## src/rtl/bst_pkg.sv

```systemverilog
package bst_pkg;

  localparam int BST_MAX_BEATS = 16;
  localparam int BST_CNT_W     = $clog2(BST_MAX_BEATS + 1);
  localparam int BST_NUM_FIXED = 3;

  typedef enum logic [2:0] {
    HB_SINGLE = 3'b000,
    HB_INCR   = 3'b001,
    HB_INCR4  = 3'b011,
    HB_INCR8  = 3'b101,
    HB_INCR16 = 3'b111
  } hburst_t;

  typedef enum logic [2:0] {
    SEL_SINGLE,
    SEL_INCR,
    SEL_F4,
    SEL_F8,
    SEL_F16
  } sel_t;

  typedef enum logic [1:0] {
    ST_IDLE,
    ST_REQ,
    ST_RUN
  } trk_state_t;

  // beats of fixed burst index i: 4, 8, 16
  function automatic int fixed_beats(input int idx);
    return 4 << idx;
  endfunction

  function automatic hburst_t fixed_code(input int idx);
    case (idx)
      0:       return HB_INCR4;
      1:       return HB_INCR8;
      default: return HB_INCR16;
    endcase
  endfunction

endpackage

```

## src/rtl/bst_cfg_decode.sv

```systemverilog
module bst_cfg_decode
  import bst_pkg::*;
(
  input  logic [4:0] cfg,
  output sel_t       sel
);

  always_comb begin
    if (cfg[4])      sel = SEL_F16;
    else if (cfg[3]) sel = SEL_F8;
    else if (cfg[2]) sel = SEL_F4;
    else if (cfg[1]) sel = SEL_INCR;
    else             sel = SEL_SINGLE;
  end

endmodule

```

## src/rtl/bst_fit_check.sv

```systemverilog
module bst_fit_check
  import bst_pkg::*;
#(
  parameter int ADDR_W     = 32,
  parameter int LEN_W      = 16,
  parameter int BEAT_BYTES = 4,
  parameter int PAGE_BYTES = 1024
) (
  input  logic [ADDR_W-1:0]        addr,
  input  logic [LEN_W-1:0]         data_left,
  input  logic [LEN_W-1:0]         space_left,
  output logic [BST_NUM_FIXED-1:0] fits
);

  localparam int PAGE_W = $clog2(PAGE_BYTES);

  logic [31:0] data32;
  logic [31:0] space32;
  logic [31:0] page_off;

  assign data32   = 32'(data_left);
  assign space32  = 32'(space_left);
  assign page_off = 32'(addr[PAGE_W-1:0]);

  for (genvar gi = 0; gi < BST_NUM_FIXED; gi++) begin : g_fit
    localparam int SPAN = fixed_beats(gi) * BEAT_BYTES;
    logic enough_data;
    logic enough_space;
    logic in_page;
    assign enough_data  = data32 >= 32'(SPAN);
    assign enough_space = space32 >= 32'(SPAN);
    assign in_page      = (page_off + 32'(SPAN)) <= 32'(PAGE_BYTES);
    assign fits[gi]     = enough_data && enough_space && in_page;
  end

endmodule

```

## src/rtl/bst_chooser.sv

```systemverilog
module bst_chooser
  import bst_pkg::*;
(
  input  sel_t                     sel,
  input  logic                     is_mgmt,
  input  logic [BST_NUM_FIXED-1:0] fits,
  output hburst_t                  burst,
  output logic [BST_CNT_W-1:0]     beats
);

  int fix_idx;

  always_comb begin
    case (sel)
      SEL_F4:  fix_idx = 0;
      SEL_F8:  fix_idx = 1;
      SEL_F16: fix_idx = 2;
      default: fix_idx = -1;
    endcase
  end

  always_comb begin
    burst = HB_SINGLE;
    beats = BST_CNT_W'(1);
    if (is_mgmt) begin
      burst = (sel == SEL_SINGLE) ? HB_SINGLE : HB_INCR;
    end else if (fix_idx >= 0) begin
      if (fits[fix_idx]) begin
        burst = fixed_code(fix_idx);
        beats = BST_CNT_W'(fixed_beats(fix_idx));
      end
    end else if (sel == SEL_INCR) begin
      burst = HB_INCR;
    end
  end

endmodule

```

## src/rtl/bst_beat_tracker.sv

```systemverilog
module bst_beat_tracker
  import bst_pkg::*;
(
  input  logic                 clk,
  input  logic                 rst_n,
  input  logic                 start,
  input  logic [BST_CNT_W-1:0] load_beats,
  input  logic                 acc_ready,
  input  logic                 beat_done,
  input  logic                 abort,
  output logic                 idle,
  output logic                 req_on,
  output logic                 cpl_valid,
  output logic [BST_CNT_W-1:0] cpl_beats,
  output logic                 cpl_abort
);

  trk_state_t           state;
  logic [BST_CNT_W-1:0] target;
  logic [BST_CNT_W-1:0] count;
  logic [BST_CNT_W-1:0] count_nxt;

  assign count_nxt = count + 1'b1;
  assign idle      = (state == ST_IDLE);
  assign req_on    = (state == ST_REQ);

  always_ff @(posedge clk or negedge rst_n) begin
    if (!rst_n) begin
      state     <= ST_IDLE;
      target    <= '0;
      count     <= '0;
      cpl_valid <= 1'b0;
      cpl_beats <= '0;
      cpl_abort <= 1'b0;
    end else begin
      cpl_valid <= 1'b0;
      case (state)
        ST_IDLE: begin
          if (start) begin
            state  <= ST_REQ;
            target <= load_beats;
            count  <= '0;
          end
        end
        ST_REQ: begin
          if (abort) begin
            state     <= ST_IDLE;
            cpl_valid <= 1'b1;
            cpl_beats <= '0;
            cpl_abort <= 1'b1;
          end else if (acc_ready) begin
            state <= ST_RUN;
          end
        end
        ST_RUN: begin
          if (abort) begin
            state     <= ST_IDLE;
            cpl_valid <= 1'b1;
            cpl_beats <= count;
            cpl_abort <= 1'b1;
          end else if (beat_done) begin
            if (count_nxt == target) begin
              state     <= ST_IDLE;
              cpl_valid <= 1'b1;
              cpl_beats <= target;
              cpl_abort <= 1'b0;
            end
            count <= count_nxt;
          end
        end
        default: state <= ST_IDLE;
      endcase
    end
  end

endmodule

```

## src/rtl/ahb_burst_sel.sv

```systemverilog
module ahb_burst_sel
  import bst_pkg::*;
#(
  parameter int ADDR_W     = 32,
  parameter int LEN_W      = 16,
  parameter int BEAT_BYTES = 4,
  parameter int PAGE_BYTES = 1024
) (
  input  logic                 clk,
  input  logic                 rst_n,
  input  logic [4:0]           cfg_burst,
  input  logic                 dec_valid,
  output logic                 dec_ready,
  input  logic                 dec_mgmt,
  input  logic [ADDR_W-1:0]    dec_addr,
  input  logic [LEN_W-1:0]     dec_data_left,
  input  logic [LEN_W-1:0]     dec_space_left,
  output logic                 acc_valid,
  input  logic                 acc_ready,
  output logic [2:0]           acc_burst,
  output logic [BST_CNT_W-1:0] acc_beats,
  output logic [ADDR_W-1:0]    acc_addr,
  input  logic                 beat_done,
  input  logic                 bus_err,
  input  logic                 xfer_off,
  output logic                 cpl_valid,
  output logic [BST_CNT_W-1:0] cpl_beats,
  output logic                 cpl_abort
);

  sel_t                     sel;
  logic [BST_NUM_FIXED-1:0] fits;
  hburst_t                  pick_burst;
  logic [BST_CNT_W-1:0]     pick_beats;
  logic                     idle;
  logic                     req_on;
  logic                     take;

  bst_cfg_decode u_dec (
    .cfg (cfg_burst),
    .sel (sel)
  );

  bst_fit_check #(
    .ADDR_W     (ADDR_W),
    .LEN_W      (LEN_W),
    .BEAT_BYTES (BEAT_BYTES),
    .PAGE_BYTES (PAGE_BYTES)
  ) u_fit (
    .addr       (dec_addr),
    .data_left  (dec_data_left),
    .space_left (dec_space_left),
    .fits       (fits)
  );

  bst_chooser u_pick (
    .sel     (sel),
    .is_mgmt (dec_mgmt),
    .fits    (fits),
    .burst   (pick_burst),
    .beats   (pick_beats)
  );

  assign dec_ready = idle;
  assign take      = dec_valid && idle;

  always_ff @(posedge clk or negedge rst_n) begin
    if (!rst_n) begin
      acc_burst <= HB_SINGLE;
      acc_beats <= '0;
      acc_addr  <= '0;
    end else if (take) begin
      acc_burst <= pick_burst;
      acc_beats <= pick_beats;
      acc_addr  <= dec_addr;
    end
  end

  bst_beat_tracker u_trk (
    .clk        (clk),
    .rst_n      (rst_n),
    .start      (take),
    .load_beats (pick_beats),
    .acc_ready  (acc_ready),
    .beat_done  (beat_done),
    .abort      (bus_err || xfer_off),
    .idle       (idle),
    .req_on     (req_on),
    .cpl_valid  (cpl_valid),
    .cpl_beats  (cpl_beats),
    .cpl_abort  (cpl_abort)
  );

  assign acc_valid = req_on;

endmodule

```

## config.mk

```make
export PLATFORM = sky130hd
export DESIGN_NAME = ahb_burst_sel
export DESIGN_NICKNAME = d
export VERILOG_FILES = /design/src/rtl/bst_pkg.sv /design/src/rtl/bst_cfg_decode.sv /design/src/rtl/bst_fit_check.sv /design/src/rtl/bst_chooser.sv /design/src/rtl/bst_beat_tracker.sv /design/src/rtl/ahb_burst_sel.sv
export SDC_FILE = /design/constraint.sdc
export NUM_CORES = 1
export LEC_CHECK = 0
export ABC_AREA = 1
export ABC_CLOCK_PERIOD_IN_PS = 2800
export BUFFER_PORTS_ARGS = -buffer_cell sky130_fd_sc_hd__buf_4
export CAP_MARGIN = 10
export CORE_MARGIN = 2
export CORE_UTILIZATION = 36
export CTS_BUF_LIST = sky130_fd_sc_hd__clkbuf_2 sky130_fd_sc_hd__clkbuf_4 sky130_fd_sc_hd__clkbuf_8
export CTS_CLUSTER_SIZE = 14
export DETAILED_ROUTE_END_ITERATION = 16
export GPL_TIMING_DRIVEN = 0
export PLACE_DENSITY = 0.61
export SYNTH_ARGS = -nofsm -noshare
export SYNTH_HDL_FRONTEND = slang
export SYNTH_HIERARCHICAL = 1
export SYNTH_SLANG_ARGS = --single-unit
```

## constraint.sdc

```tcl
create_clock -name clk -period 2.8 [get_ports clk]
set_input_delay 0.7 -clock clk [delete_from_list [all_inputs] [get_ports clk]]
set_output_delay 0.7 -clock clk [all_outputs]
set_load 0.02 [all_outputs]
```

## Yosys cells after proc, flatten, opt, wreduce, memory -nomap -nowiden

Index checks and enable logic that the tools add are counted.

| word-level totals | value |
|---|---|
| input port bits | 77 |
| flip-flop bits (word level) | 59 |
| output and inout bits | 49 |

| operators by class | value |
|---|---|
| $add $sub $neg | 4 |
| reductions and logical operators | 17 |
| order comparisons | 11 |
| shift-type cells | 1 |
| mux-type cells | 43 |
| eq/ne operators | 15 |

Operators by type and width:

| cell | number |
|---|---|
| $le 32x11->1 const B | 3 |
| $pmux 32 s3 | 1 |
| $mux 5 | 10 |
| $eq 32x1->1 const B | 1 |
| $ge 16x5->1 const B | 2 |
| $ge 16x6->1 const B | 2 |
| $ge 16x7->1 const B | 2 |
| $ge 32x1->1 const B | 1 |
| $logic_not 32->1 | 1 |
| $lt 32x4->1 const B | 1 |
| $shl 3x32->5 const A | 1 |
| $pmux 5 s2 | 2 |
| $mux 3 | 6 |
| $mux 1 | 13 |
| $mux 2 | 6 |
| $reduce_and 4->1 | 3 |
| $add 10x5->11 const B | 1 |
| $add 10x6->11 const B | 1 |
| $add 10x7->11 const B | 1 |
| $logic_and 1x1->1 | 7 |
| $eq 3x2->1 const B | 2 |
| $ne 3x1->1 const B | 2 |
| $pmux 2 s3 | 1 |
| $pmux 3 s2 | 1 |
| 16 further kinds | 20 |

## Longest topological paths before layout

| depth | value |
|---|---|
| depth after elaboration | 12 |
| depth in mapped cells | 15 |
| gate-level depth less buffers | 15 |

## Hierarchy

Netlist, hierarchy kept.

By module, submodules not included:

| module | instances | cells an instance | area an instance (µm²) | sequential area each (µm²) |
|---|---|---|---|---|
| ahb_burst_sel | 1 | 177 | 1635.3 | 1001.0 |
| bst_beat_tracker | 1 | 137 | 1089.8 | 475.5 |
| bst_fit_check | 1 | 80 | 371.6 | 0.0 |
| bst_chooser | 1 | 29 | 143.9 | 0.0 |
| bst_cfg_decode | 1 | 6 | 35.0 | 0.0 |

## Worst setup path after synthesis

No wires, ideal clock.

| path | value |
|---|---|
| path type | in2reg |
| from | input port dec_addr[6] |
| to | register u_trk.target[3] |
| arrival time | 1.889 ns |
| stages | 12 |
| path buffers | 0 |
| setup time | 0.125 ns |
| slack | 0.786 ns |
| cell sequence | ha_1 > inv_1 > nand2_1 > nand2_2 > nor2_4 > nand3_1 > a21oi_2 > a21oi_1 > nand2_2 > nand3_4 > nor2_1 > mux2_2 |

| on the way | value |
|---|---|
| longest elaborated chain between the ends | 9 |
| elaborated cells between the ends (all ways) | 15 |
| classes of those cells | 3 x add/sub; 3 x order compare; 6 x mux; 3 x reduce/logical |

RTL lines:

| item | RTL line | RTL |
|---|---|---|
| from (decl) | ahb_burst_sel.sv:15 | `input logic [ADDR_W-1:0] dec_addr,` |
| $add 10x6->11 | bst_fit_check.sv:32 | `assign in_page = (page_off + 32'(SPAN)) <= 32'(PAGE_BYTES);` |
| $le 32x11->1 | bst_fit_check.sv:32 |  |
| $logic_and 1x1->1 | bst_fit_check.sv:33 | `assign fits[gi] = enough_data && enough_space && in_page;` |
| net fits[1] | ahb_burst_sel.sv:32 | `logic [BST_NUM_FIXED-1:0] fits;` |
| $bmux 1 s2 | bst_chooser.sv:28 | `if (fits[fix_idx]) begin` |
| $mux 1 (not written as such) (2 in a row) | bst_chooser.sv:28 |  |
| $mux 5 | bst_chooser.sv:28 |  |
| $mux 5 | bst_chooser.sv:27 | `end else if (fix_idx >= 0) begin` |
| $mux 5 | bst_chooser.sv:25 | `if (is_mgmt) begin` |
| net pick_beats[3] | ahb_burst_sel.sv:34 | `logic [BST_CNT_W-1:0] pick_beats;` |
| to (signal assigned) | bst_beat_tracker.sv:41 | `target <= load_beats;` |
| to (decl) | bst_beat_tracker.sv:19 | `logic [BST_CNT_W-1:0] target;` |

The timed path passes the listed nets, and every way through them passes these cells. The select of a mux whose other input is x is not followed.
A chain may end at the register's enable or synchronous reset.

## Final worst setup path

| path | value |
|---|---|
| from | input port dec_addr[6] |
| to | register u_trk.target[4] |

| on the way | value |
|---|---|
| longest elaborated chain between the ends | 9 |
| elaborated cells between the ends (all ways) | 15 |
| classes of those cells | 3 x add/sub; 3 x order compare; 6 x mux; 3 x reduce/logical |

RTL lines:

| item | RTL line |
|---|---|
| $add 10x7->11 | bst_fit_check.sv:32 |
| $le 32x11->1 | bst_fit_check.sv:32 |
| $logic_and 1x1->1 | bst_fit_check.sv:33 |
| net fits[2] | ahb_burst_sel.sv:32 |
| $bmux 1 s2 | bst_chooser.sv:28 |
| $mux 1 (not written as such) (2 in a row) | bst_chooser.sv:28 |
| $mux 5 | bst_chooser.sv:28 |
| $mux 5 | bst_chooser.sv:27 |
| $mux 5 | bst_chooser.sv:25 |
| net pick_beats[4] | ahb_burst_sel.sv:34 |

The timed path passes the listed nets, and every way through them passes these cells. The select of a mux whose other input is x is not followed.

==> impl_metrics.yaml <==
floorplanning:
  io_pins: 126
  rows: 34
  fp.dieH_um: 99.4
  dieArea_mm2: 0.00988
  die-width_um: 99.4
  core_area_mm2: 0.00876
  start_util_pct: 37.4
timing:
  max_freq_mhz: 501
  tightestPinTransition_ps: 738
  finalMaxSlewViolations: 0
  relSlewSlack_pct: 50.8
  fin_crit_sh_pct: 71.2
  min_period_ps: 1990
  hold_viol_final: 0
  rsz0062_at_grt: "no"
  setup_tns_ps: 0
  setup_slack_ps: 806
  setup_viol: 0
  finClkSkew_ps: 11.1
global_route:
  grt_max_degree: 60
  grt_pass1_vias: 3075
  grt_pass1_wl_um: 14000
  grt_antenna_before_repair: 0
  grtUsageTotal_pct: 17.6
  overflow: 0
route:
  routedWlPerCell_um: 12.5
  drtAntennaViolNets: 0
  dr.pass1.iters: 4
  drt_iter0_drc: 105
  drcViolationCount: 0
  drt-total-wl_um: 8360
  routed-via-count: 3151
  drt-vias-per-instance: 4.72
yosys:
  synth_cells: 429
  avgSynthCellArea_um2: 7.64
  yosysWarnings: 6
  async_flop_share_pct: 100
  ys_ff_latch: 59
  synth_edf_count: 0
  syn_area_mm2: 0.00328
  synth_top_area_cell: "dfrtp_1"
  synth.top_cell.area_share_pct: 45.1
  ys_seq_area_share_pct: 45.1
  yosysUniqueCellTypes: 34
  synth_flop_cell: "dfrtp_1"
  synth_area_leaders: "dfrtp_1 (45%), nand2_1 (17%), nand3_1 (9.2%)"
  synth_nets: 513
run_status:
  outcome: "completed"
cts:
  worst_skew_pair.late_latency_ps: 330
  h-tree-depth: 3
  cts_tree: "done"
  cts-root-buf: "clkbuf_8"
  clockBufferDepth: 2
  cts_setup_buffers: 0
  numCtsBuffers: 9
  holdBufCountCts: 0
  cts_num_sinks: 59
  path_clk_slew_ps: 70
  postCtsResizedCells: 0
cells_and_area:
  drive_above_1_share_pct: 31.8
  fin_nets: 639
  layout_common_cells: "nand2_1 (146), buf_4 (124), nand3_1 (60), dfrtp_1 (59), nor2_1 (41)"
  layout_commonest_cell: "nand2_1"
  post-route-util_pct: 51.0
  n_antenna_cell: 0
  syn2layout_area_growth_pct: 36.5
pwr:
  total_power_uw: 4230
  power_leakage_uw: 0.00248
  cellPowerDensity_mw_per_mm2: 947
  vdd_drop_max_uv: 339
placed_design:
  dpl.hpwl_um: 6370
  gp_congestion: 0.880
  place_ws_ps: 486
  io_buffers: 115
critical_path:
  crit_arrival_ps: 2240
  worstRegToRegCells: 10
  cp-start-kind: "input port"
  endpoint_kind: "flop"
  required_ps: 3050
  critPathKind: "in -> reg"
  critPathMaxFanout: 7
run:
  maxCapViolations: 0
min_path:
  hold_path_class: "in -> async"
==> final timing paths <==
| check | start | slack [ps] | end |
|---|---|---|---|
| worst max-delay path | dec_addr[6] | 810 | u_trk/target[4] |
| worst min-delay path | rst_n | 430 | u_trk/cpl_beats[4] |
| worst max register to register | u_trk/state[0] | 830 | u_trk/count[0] |
| worst min register to register | u_trk/cpl_beats[0] | 470 | u_trk/cpl_beats[0] |
| max in group asynchronous | rst_n | 1880 | acc_addr[12] |
| min in group clk | u_trk/cpl_beats[0] | 470 | u_trk/cpl_beats[0] |
==> stage by stage <==
stage	hold slack, ps	area (um^2)	instances
2_1_floorplan	404	3280	429
3_3_place_gp	456	4270	652
3_5_place_dp	461	4270	652
4_1_cts	458	4470	668
5_1_grt	493	4470	668
6_report	435	4470	668
==> power breakdown <==
part / switching [uW] / internal, uW / leakage, uW
combinational: 1240 / 835 / 0.00163
sequential: 212 / 1180 / 0.000749
clock: 331 / 440 / 0.000103
total: 1780 / 2450 / 0.00248
==> synthesized netlist by cell type, types with 2 or more instances <==
master and instances:
nand2_1 146, nand3_1 60, dfrtp_1 59, nor2_1 41
inv_1 36, a21oi_1 9, buf_4 9, nand2_2 8
ha_1 7, o21ai_0 6, inv_2 5, buf_6 4
nand2_4 4, nand4_1 4, o22ai_1 4, a21oi_2 3
buf_2 3, a211oi_1 2, mux2_2 2, nor3_4 2
o21ai_1 2
==> worst max-delay path, cell delays in order <==
cell and delay (ps):
buf_4 140, ha_1 280, inv_1 50, nand3_1 50, nor2_1 110, nand2_1 60
nand2_1 60, nand3_1 60, inv_1 50, nand3_1 80, nand2_2 100, nand3_4 100
nor2_1 170, nor2_1 80, a21oi_1 130
==> state kept, by name (all words and copies together), names as in the netlist <==
name,cells
u_trk/state,2
u_trk/cpl_valid,1
acc_burst,3
u_trk/target,5
u_trk/cpl_beats,5
acc_addr,32
u_trk/cpl_abort,1
acc_beats,5
u_trk/count,5
==> logic make-up after synthesis <==
| group | after synthesis | share of synthesized area [%] |
|---|---|---|
| muxes | 2 | 0.687 |
| other | 1 | 0.114 |
| buffers and inverters | 58 | 8.75 |
| and+or+nand+nor | 274 | 37.6 |
| AOI/OAI and AO/OA | 28 | 5.12 |
| adders and majority gates | 7 | 2.67 |
| DFF | 59 | 45.1 |
==> routing by layer <==
layer	share of wire, %	wire [um]	global-route usage, %	up-vias
li1	-	-	-	1604
met1	45	3770	22.9	1424
met2	46	3850	28.2	109
met3	6.8	571	4.08	14
met4	2.1	175	7.80	0
met5	0	0	0	-
==> final cells by class <==
cell class,count,area [um^2]
Sequential cell,59,1480
Inverter,41,154
Buffer,17,133
Clock buffer,11,145
Timing Repair Buffer,115,863
Clock inverter,5,52.6
Multi-Input combinational cell,312,1510
Tap cell,108,135
Fill cell,879,4290
No activity file was read; power rests on OpenSTA's default activity.
